$ cat config.mk
export PLATFORM = sky130hd
export DESIGN_NAME = byte_lane_aligner
export DESIGN_NICKNAME = d
export VERILOG_FILES = /design/src/rtl/aligner_pkg.sv /design/src/rtl/aligner_ctrl.sv /design/src/rtl/aligner_dp.sv /design/src/rtl/byte_lane_aligner.sv
export SDC_FILE = /design/constraint.sdc
export NUM_CORES = 1
export LEC_CHECK = 0
export CAP_MARGIN = 10
export CORE_ASPECT_RATIO = 0.9
export CORE_MARGIN = 2
export CORE_UTILIZATION = 40
export CTS_CLUSTER_SIZE = 28
export DETAILED_ROUTE_END_ITERATION = 8
export DONT_BUFFER_PORTS = 1
export GPL_ROUTABILITY_DRIVEN = 0
export GPL_TIMING_DRIVEN = 1
export HOLD_SLACK_MARGIN = 0.06
export SKIP_LAST_GASP = 1
export SLEW_MARGIN = 20
export SYNTH_ARGS = -nofsm -noshare
export SYNTH_HDL_FRONTEND = slang
export SYNTH_HIERARCHICAL = 1
export SYNTH_SLANG_ARGS = --single-unit
$ cat constraint.sdc
create_clock -name clk -period 2.4 [get_ports clk]
set_input_delay 0.6 -clock clk [delete_from_list [all_inputs] [get_ports clk]]
set_output_delay 0.6 -clock clk [all_outputs]
set_load 0.05 [all_outputs]
$ cat src/rtl/aligner_pkg.sv
package aligner_pkg;
  parameter int BYTE_W = 8;
  parameter int LANES  = 4;
  parameter int DATA_W = BYTE_W * LANES;
  parameter int ADDR_W = 32;
  parameter int OFS_W  = $clog2(LANES);

  // Strobes from control to datapath for the memory-side stage
  typedef struct packed {
    logic             valid;
    logic             write;
    logic             wordSize;
    logic             misal;
    logic [OFS_W-1:0] lane;
  } reqCtl_t;

  // Strobes for the load-return stage
  typedef struct packed {
    logic             valid;
    logic             wordSize;
    logic [OFS_W-1:0] lane;
  } ldCtl_t;
endpackage

$ cat src/rtl/aligner_ctrl.sv
module aligner_ctrl
  import aligner_pkg::*;
(
  input  logic             clk,
  input  logic             rstN,
  input  logic             reqValid,
  input  logic             reqStore,
  input  logic             reqWord,
  input  logic [OFS_W-1:0] reqOfs,
  output reqCtl_t          reqCtl,
  output ldCtl_t           ldCtl
);
  logic badAlign;
  assign badAlign = reqValid && reqWord && (reqOfs != '0);

  always_ff @(posedge clk) begin
    if (!rstN) begin
      reqCtl <= '0;
      ldCtl  <= '0;
    end else begin
      reqCtl.valid    <= reqValid && !badAlign;
      reqCtl.misal    <= badAlign;
      reqCtl.write    <= reqStore;
      reqCtl.wordSize <= reqWord;
      reqCtl.lane     <= reqOfs;
      ldCtl.valid     <= reqCtl.valid && !reqCtl.write;
      ldCtl.wordSize  <= reqCtl.wordSize;
      ldCtl.lane      <= reqCtl.lane;
    end
  end
endmodule

$ cat src/rtl/aligner_dp.sv
module aligner_dp
  import aligner_pkg::*;
(
  input  logic              clk,
  input  logic              rstN,
  input  logic              reqValid,
  input  logic [ADDR_W-1:0] reqAddr,
  input  logic [DATA_W-1:0] reqWdata,
  input  logic [DATA_W-1:0] memRdata,
  input  reqCtl_t           reqCtl,
  input  ldCtl_t            ldCtl,
  output logic [ADDR_W-1:0] memAddr,
  output logic [LANES-1:0]  memByteEn,
  output logic [DATA_W-1:0] memWdata,
  output logic [DATA_W-1:0] loadData
);
  logic [ADDR_W-1:0] addrQ;
  logic [DATA_W-1:0] dataQ;
  logic [BYTE_W-1:0] rdLane [LANES];
  logic [BYTE_W-1:0] pickByte;

  always_ff @(posedge clk) begin
    if (!rstN) begin
      addrQ <= '0;
      dataQ <= '0;
    end else if (reqValid) begin
      addrQ <= reqAddr;
      dataQ <= reqWdata;
    end
  end

  assign memAddr = {addrQ[ADDR_W-1:OFS_W], {OFS_W{1'b0}}};

  // Lane i (offset i) lives in bits [(LANES-1-i)*BYTE_W +: BYTE_W]
  for (genvar i = 0; i < LANES; i++) begin : g_lane
    assign memByteEn[LANES-1-i] = reqCtl.valid &&
                                  (reqCtl.wordSize || (reqCtl.lane == OFS_W'(i)));
    assign rdLane[i] = memRdata[(LANES-1-i)*BYTE_W +: BYTE_W];
  end

  assign memWdata = reqCtl.wordSize ? dataQ : {LANES{dataQ[BYTE_W-1:0]}};

  assign pickByte = rdLane[ldCtl.lane];

  always_comb begin
    if (!ldCtl.valid)
      loadData = '0;
    else if (ldCtl.wordSize)
      loadData = memRdata;
    else
      loadData = {{(DATA_W-BYTE_W){pickByte[BYTE_W-1]}}, pickByte};
  end
endmodule

$ cat src/rtl/byte_lane_aligner.sv
module byte_lane_aligner
  import aligner_pkg::*;
(
  input  logic              clk,
  input  logic              rstN,
  input  logic              reqValid,
  input  logic              reqStore,
  input  logic              reqWord,
  input  logic [ADDR_W-1:0] reqAddr,
  input  logic [DATA_W-1:0] reqWdata,
  input  logic [DATA_W-1:0] memRdata,
  output logic              memValid,
  output logic              memWrite,
  output logic [ADDR_W-1:0] memAddr,
  output logic [LANES-1:0]  memByteEn,
  output logic [DATA_W-1:0] memWdata,
  output logic              misaligned,
  output logic              loadValid,
  output logic [DATA_W-1:0] loadData
);
  reqCtl_t reqCtl;
  ldCtl_t  ldCtl;

  aligner_ctrl ctrl_i (
    .clk(clk), .rstN(rstN), .reqValid(reqValid), .reqStore(reqStore),
    .reqWord(reqWord), .reqOfs(reqAddr[OFS_W-1:0]),
    .reqCtl(reqCtl), .ldCtl(ldCtl)
  );

  aligner_dp dp_i (
    .clk(clk), .rstN(rstN), .reqValid(reqValid), .reqAddr(reqAddr),
    .reqWdata(reqWdata), .memRdata(memRdata), .reqCtl(reqCtl), .ldCtl(ldCtl),
    .memAddr(memAddr), .memByteEn(memByteEn), .memWdata(memWdata),
    .loadData(loadData)
  );

  assign memValid   = reqCtl.valid;
  assign memWrite   = reqCtl.valid && reqCtl.write;
  assign misaligned = reqCtl.misal;
  assign loadValid  = ldCtl.valid;
endmodule

==> impl_metrics.env, run 1 <==
export IMPL_start_util_pct=40.9
export IMPL_track_usage_pct=16.9
export IMPL_ys_seq_area_share_pct=41.3
export IMPL_ir_worst_vdd_mv=0.401
export IMPL_synth_simple_area_share_pct=22.3
export IMPL_relSlewSlack_pct=63.9
export IMPL_tns_ns=0
export IMPL_dieArea_sq_um=9480
export IMPL_muxShareOfSynthArea_pct=20.4
export IMPL_fmax_mhz=432
export IMPL_worstRegToRegCells=2
export IMPL_drive_above_1_share_pct=26.9
export IMPL_cp_max_fo=7
export IMPL_die_w_microns=102
export IMPL_grt_overflow=0
export IMPL_synth_compound_area_share_pct=9.94
export IMPL_dieHeight_microns=92.6
export IMPL_outcome="complete, no violations"
export IMPL_maxCapViolations=0
export IMPL_io_pins=205
export IMPL_tightest_slew_ns=0.540
export IMPL_fillers=789
export IMPL_hold_viol_final=0
export IMPL_drc=0
export IMPL_numCtsBuffers=9
export IMPL_core_sq_um=8530
export IMPL_ys_warn_count=6
export IMPL_endpoint="loadData[6]"
export IMPL_worst_ep_arrival_time_ns=1.71
export IMPL_fin_skew_ns=0.000628
export IMPL_port_buffers=0
export IMPL_most_common_layout_cells="69 x dfxtp_1, 69 x mux2i_1, 66 x nor2b_1, 49 x nand2_1, 40 x buf_4"
export IMPL_crit_type="flop to primary output"
export IMPL_clkSinkCount=72
export IMPL_synth_seq_cells=72
export IMPL_place_hpwl_microns=5970
export IMPL_drt_total_wl_microns=8310
export IMPL_hold_depth=1
export IMPL_r2r_slack_ns=1.41
export IMPL_final_core_util_pct=51.4
export IMPL_cts_tree="done"
export IMPL_r2r_start="dp_i/addrQ[29]$_SDFFE_PN0P_"
export IMPL_clk_pin_slew_ns=0.08
export IMPL_period_share_pct=96.4
export IMPL_r2r_end="dp_i/addrQ[29]$_SDFFE_PN0P_"
export IMPL_viasPerCell=4.96
export IMPL_power_density_nw_per_um2=718
export IMPL_synth_top_family_by_area="simple AND/OR/NAND/NOR gates"
export IMPL_rsz0062_at_grt="yes"
export IMPL_critPathLaunchType="flop"
export IMPL_place_ws_ns=0.144
export IMPL_syn_to_final_growth_pct=25.7
export IMPL_p_leak_nw=2.09
export IMPL_first_global_vias=2643
export IMPL_nets=499
export IMPL_dr_pass1_iters=4
export IMPL_power_w=0.00315
export IMPL_drt_iter0_markers=53
export IMPL_syn_cell_area_sq_um=3490
export IMPL_cts_buffer_depth=2
export IMPL_grt_pass1_wl_microns=12700
export IMPL_syn_area_per_cell_sq_um=9.55
export IMPL_critPathLaunch="ctrl_i/ldCtl[3]$_SDFF_PN0_"
export IMPL_synth_xor_area_share_pct=0
export IMPL_final_max_slew_viol_count=0
export IMPL_fin_crit_ns=2.31
export IMPL_antenna_found_initial=0
export IMPL_finalWorstSetupSlack_ns=0.0866
export IMPL_num_vias=2591
export IMPL_row_count=32
export IMPL_htreeDepth=3
export IMPL_synth_cell_types=26
export IMPL_setup_viol=0
export IMPL_min_path_type="primary input to flop"
export IMPL_crit_path_end_kind="primary output"
export IMPL_grt_max_degree=72
export IMPL_clock_latency_ns=0.32
export IMPL_clock_root_buffer="clkbuf_8"
export IMPL_syn_inst=365
export IMPL_drt_wirelength_per_cell_microns=15.9
export IMPL_postCtsHoldBufs=0
export IMPL_drtAntennaViolNets=0
export IMPL_synthAdderAreaFrac_pct=0
export IMPL_worstPathRequired_ns=1.80
-- metal layers --
metal	wire (microns)	vias up	part of all wire, %	GRT usage, %
li1	-	1275	-	-
met1	3320	1180	40	18.8
met4	118	0	1.4	6.67
met5	0	-	0	0
met2	4130	124	50	28.7
met3	738	12	8.9	6.57
-- logic make-up after synthesis --
group                  Yosys count
AO/OA/AOI/OAI                   40
other                            1
AND/OR/NAND/NOR                145
flip-flops                      72
buffers and inverters           36
multiplexers                    71
-- state kept, by name (all words and copies together), names as in the netlist --
name	cells
ctrl_i/reqCtl	6
ctrl_i/ldCtl	4
dp_i/dataQ	32
dp_i/addrQ	30
-- cells in the mapped netlist --
master    count  area (sq um)
dfxtp_1      72          1440
mux2i_1      71           711
nor2b_1      67           419
nand2_1      49           184
a21o_2       20           175
clkbuf_1     12          45.0
buf_4        10          75.1
buf_2         9          45.0
nor2_1        9          33.8
nand2b_1      8          50.1
and2_2        7          52.6
a21o_1        6          45.0
a221o_1       6          60.1
buf_6         3          33.8
o21a_1        3          22.5
a21oi_1       2          10.0
and2_1        2          12.5
and3b_2       1          10.0
buf_1         1          3.75
conb_1        1          3.75
inv_1         1          3.75
nand3b_1      1          7.51
o21ai_1       1          5.00
o22ai_4       1          20.0
o32ai_1       1          8.76
or3b_1        1          8.76
-- metrics by stage --
stage	area [sq um]	hold WS [ns]	cells
6_report	4380	0.392	522
5_1_grt	4380	0.368	521
4_1_cts	4340	0.367	517
3_5_place_dp	3970	0.501	499
3_3_place_gp	3970	0.496	499
2_1_floorplan	3490	0.447	366
-- how the worst min path moves through the flow --
stage	start	end	slack, ns
after detailed placement	dp_i/dataQ[17]$_SDFFE_PN0P_	dp_i/dataQ[17]$_SDFFE_PN0P_	0.50
final	rstN	dp_i/dataQ[14]$_SDFFE_PN0P_	0.39
after CTS	rstN	dp_i/dataQ[23]$_SDFFE_PN0P_	0.37
after global routing	rstN	dp_i/dataQ[13]$_SDFFE_PN0P_	0.37
after floorplan	ctrl_i/reqCtl[3]$_SDFF_PN0_	ctrl_i/ldCtl[2]$_SDFF_PN0_	0.45
after global placement	dp_i/dataQ[10]$_SDFFE_PN0P_	dp_i/dataQ[10]$_SDFFE_PN0P_	0.50
-- critical path: stages, from the launching register on --
cell and delay (ns):
dfxtp_2 0.35, or3b_4 0.43, buf_4 0.18, o32ai_1 0.13
a21o_1 0.16, buf_12 0.14
-- layout make-up --
| cell class | instances | area, sq um | share of cell area (%) |
|---|---|---|---|
| antenna | 1 | 2.50 | 0.0571 |
| sequential | 72 | 1450 | 33.0 |
| timing repair buffer | 55 | 601 | 13.7 |
| multi-input combinational | 259 | 1910 | 43.6 |
| tap | 119 | 149 | 3.40 |
| inverter | 1 | 3.75 | 0.0856 |
| clock inverter | 5 | 129 | 2.94 |
| clock buffer | 10 | 138 | 3.14 |
-- power by group --
| part | internal, W | switching (W) |
|---|---|---|
| registers | 0.00126 | 0.000146 |
| clock network | 0.000820 | 0.000432 |
| logic | 0.000185 | 0.000300 |
-- repair_timing --
| item | 4_1_cts | 5_1_grt |
|---|---|---|
| setup buffers | 2 | 4 |
| setup endpoints to repair | 31 | 30 |
| endpoints found under the hold margin | 0 | 0 |
| gates resized for setup | 9 | 6 |
| pin swaps | 2 | 1 |
| gates cloned | 1 | 0 |
Note: power is estimated with default switching activity, not from simulation.
==> run 2: changes to the inputs <==
--- a/config.mk
+++ b/config.mk
@@ -15,6 +15,7 @@
 export GPL_ROUTABILITY_DRIVEN = 0
 export GPL_TIMING_DRIVEN = 1
 export HOLD_SLACK_MARGIN = 0.06
+export SETUP_SLACK_MARGIN = 0.2
 export SKIP_LAST_GASP = 1
 export SLEW_MARGIN = 20
 export SYNTH_ARGS = -nofsm -noshare
==> run 2 against run 1 <==
Compared with the run above: clock-buffer cell count grew 1; flip-flop and latch count is the same; combinational power grew 2%.
==> impl_metrics.env, run 2 (same netlist as run 1, synthesis figures left out) <==
export IMPL_maxCapViolations=0
export IMPL_fin_skew_ns=0.000583
export IMPL_nets=500
export IMPL_dieArea_sq_um=9480
export IMPL_period_share_pct=100
export IMPL_r2r_end="dp_i/addrQ[19]$_SDFFE_PN0P_"
export IMPL_cp_max_fo=6
export IMPL_worstRegToRegCells=2
export IMPL_htreeDepth=3
export IMPL_rsz0062_at_grt="yes"
export IMPL_port_buffers=0
export IMPL_antenna_found_initial=0
export IMPL_row_count=32
export IMPL_endpoint="loadData[22]"
export IMPL_n_antenna_cell=0
export IMPL_r2r_start="dp_i/addrQ[19]$_SDFFE_PN0P_"
export IMPL_die_w_microns=102
export IMPL_clk_pin_slew_ns=0.08
export IMPL_drive_above_1_share_pct=27.7
export IMPL_drtAntennaViolNets=0
export IMPL_syn_to_final_growth_pct=26.5
export IMPL_design_area_sq_um=4410
export IMPL_ir_worst_vdd_mv=0.294
export IMPL_clock_root_buffer="clkbuf_8"
export IMPL_cts_buffer_depth=2
export IMPL_grt_overflow=0
export IMPL_clock_latency_ns=0.33
export IMPL_grt_max_degree=72
export IMPL_dr_pass1_iters=4
export IMPL_num_vias=2594
export IMPL_final_max_slew_viol_count=0
export IMPL_core_sq_um=8530
export IMPL_top_register="dp_i/dataQ"
export IMPL_most_common_layout_cells="70 x dfxtp_1, 68 x mux2i_1, 66 x nor2b_1, 49 x nand2_1, 37 x buf_4"
export IMPL_track_usage_pct=17.4
export IMPL_drt_total_wl_microns=8580
export IMPL_clkSinkCount=72
export IMPL_layout_commonest_cell="dfxtp_1"
export IMPL_hold_viol_final=0
export IMPL_largestRegisters="dp_i/dataQ (32), dp_i/addrQ (30), ctrl_i/reqCtl (6)"
export IMPL_place_area_sq_um=4020
export IMPL_finalWorstSetupSlack_ns=0.000966
export IMPL_grt_pass1_wl_microns=13000
export IMPL_tightest_slew_ns=0.520
export IMPL_p_leak_nw=2.06
export IMPL_setup_viol=0
export IMPL_crit_type="flop to primary output"
export IMPL_numCtsBuffers=9
export IMPL_crit_path_end_kind="primary output"
export IMPL_worstPathRequired_ns=1.80
export IMPL_start_util_pct=40.9
export IMPL_worst_ep_arrival_time_ns=1.80
export IMPL_first_global_vias=2607
export IMPL_r2r_slack_ns=1.40
export IMPL_drc=0
export IMPL_place_hpwl_microns=6090
export IMPL_critPathLaunchType="flop"
export IMPL_critPathLaunch="ctrl_i/ldCtl[1]$_SDFF_PN0_"
export IMPL_io_pins=205
export IMPL_fmax_mhz=417
export IMPL_min_path_type="primary input to flop"
export IMPL_viasPerCell=4.96
export IMPL_outcome="complete, no violations"
export IMPL_drt_wirelength_per_cell_microns=16.4
export IMPL_fillers=806
export IMPL_largest_reg_flops=32
export IMPL_fin_crit_ns=2.40
export IMPL_place_ws_ns=0.309
export IMPL_drt_iter0_markers=69
export IMPL_power_density_nw_per_um2=629
export IMPL_relSlewSlack_pct=65.3
export IMPL_dieHeight_microns=92.6
export IMPL_cts_tree="done"
-- run 2: layer usage --
layer / vias to the layer above / share of wire, % / GRT usage (%)
met1: 1201 / 41 / 19.9
met5: - / 0 / 0
met2: 115 / 48 / 29.1
li1: 1269 / - / -
met4: 0 / 1.0 / 4.00
met3: 9 / 10 / 8.45
-- run 2: stage by stage --
step                util, %  hold slack [ns]  cells  TNS (ns)  total power (W)
CTS                    50.8            0.363    523    -0.108          0.00281
detailed placement     47.2            0.506    504         0          0.00192
global route           51.7            0.364    523    -0.654          0.00290
floorplan                 -            0.447    366         0          0.00184
finish                 51.7            0.390    523         0          0.00277
global placement       47.2            0.495    504         0          0.00191
-- run 2: critical path: stages, from the launching register on --
cell	delay, ns
dfxtp_2	0.41
mux2i_2	0.29
o22ai_4	0.13
buf_12	0.15
buf_16	0.13
a21o_2	0.20
buf_12	0.15
-- run 2: worst min-delay path by stage --
stage                                start                          end  slack [ns]  cells past startpoint
5_1_grt                               rstN  dp_i/addrQ[24]$_SDFFE_PN0P_        0.36                      1
6_report                              rstN  dp_i/addrQ[28]$_SDFFE_PN0P_        0.39                      1
3_5_place_dp   dp_i/dataQ[31]$_SDFFE_PN0P_  dp_i/dataQ[31]$_SDFFE_PN0P_        0.51                      2
4_1_cts                               rstN  dp_i/addrQ[22]$_SDFFE_PN0P_        0.36                      1
2_1_floorplan  ctrl_i/reqCtl[3]$_SDFF_PN0_   ctrl_i/ldCtl[2]$_SDFF_PN0_        0.45                      1
3_3_place_gp   dp_i/dataQ[25]$_SDFFE_PN0P_  dp_i/dataQ[25]$_SDFFE_PN0P_        0.50                      2
-- run 2: area by class of cell --
type / count / area, sq um / share of cell area [%]
Clock buffer: 11 / 141 / 3.21
Clock inverter: 5 / 40.0 / 0.908
Inverter: 1 / 3.75 / 0.0851
Multi-Input combinational cell: 258 / 1960 / 44.5
Sequential cell: 72 / 1450 / 32.8
Tap cell: 119 / 149 / 3.38
Timing Repair Buffer: 57 / 667 / 15.1
-- run 2: what timing repair did --
| item | CTS | global route |
|---|---|---|
| resized for setup | 14 | 16 |
| setup buffers | 1 | 0 |
| cloned | 2 | 0 |
| hold buffers | 0 | 0 |
| pin swaps | 1 | 0 |
| setup endpoints to repair | 32 | 44 |
-- run 2: power breakdown --
group	switching [W]	internal (W)
Sequential	0.000147	0.00126
Combinational	0.000300	0.000193
Clock	0.000460	0.000409
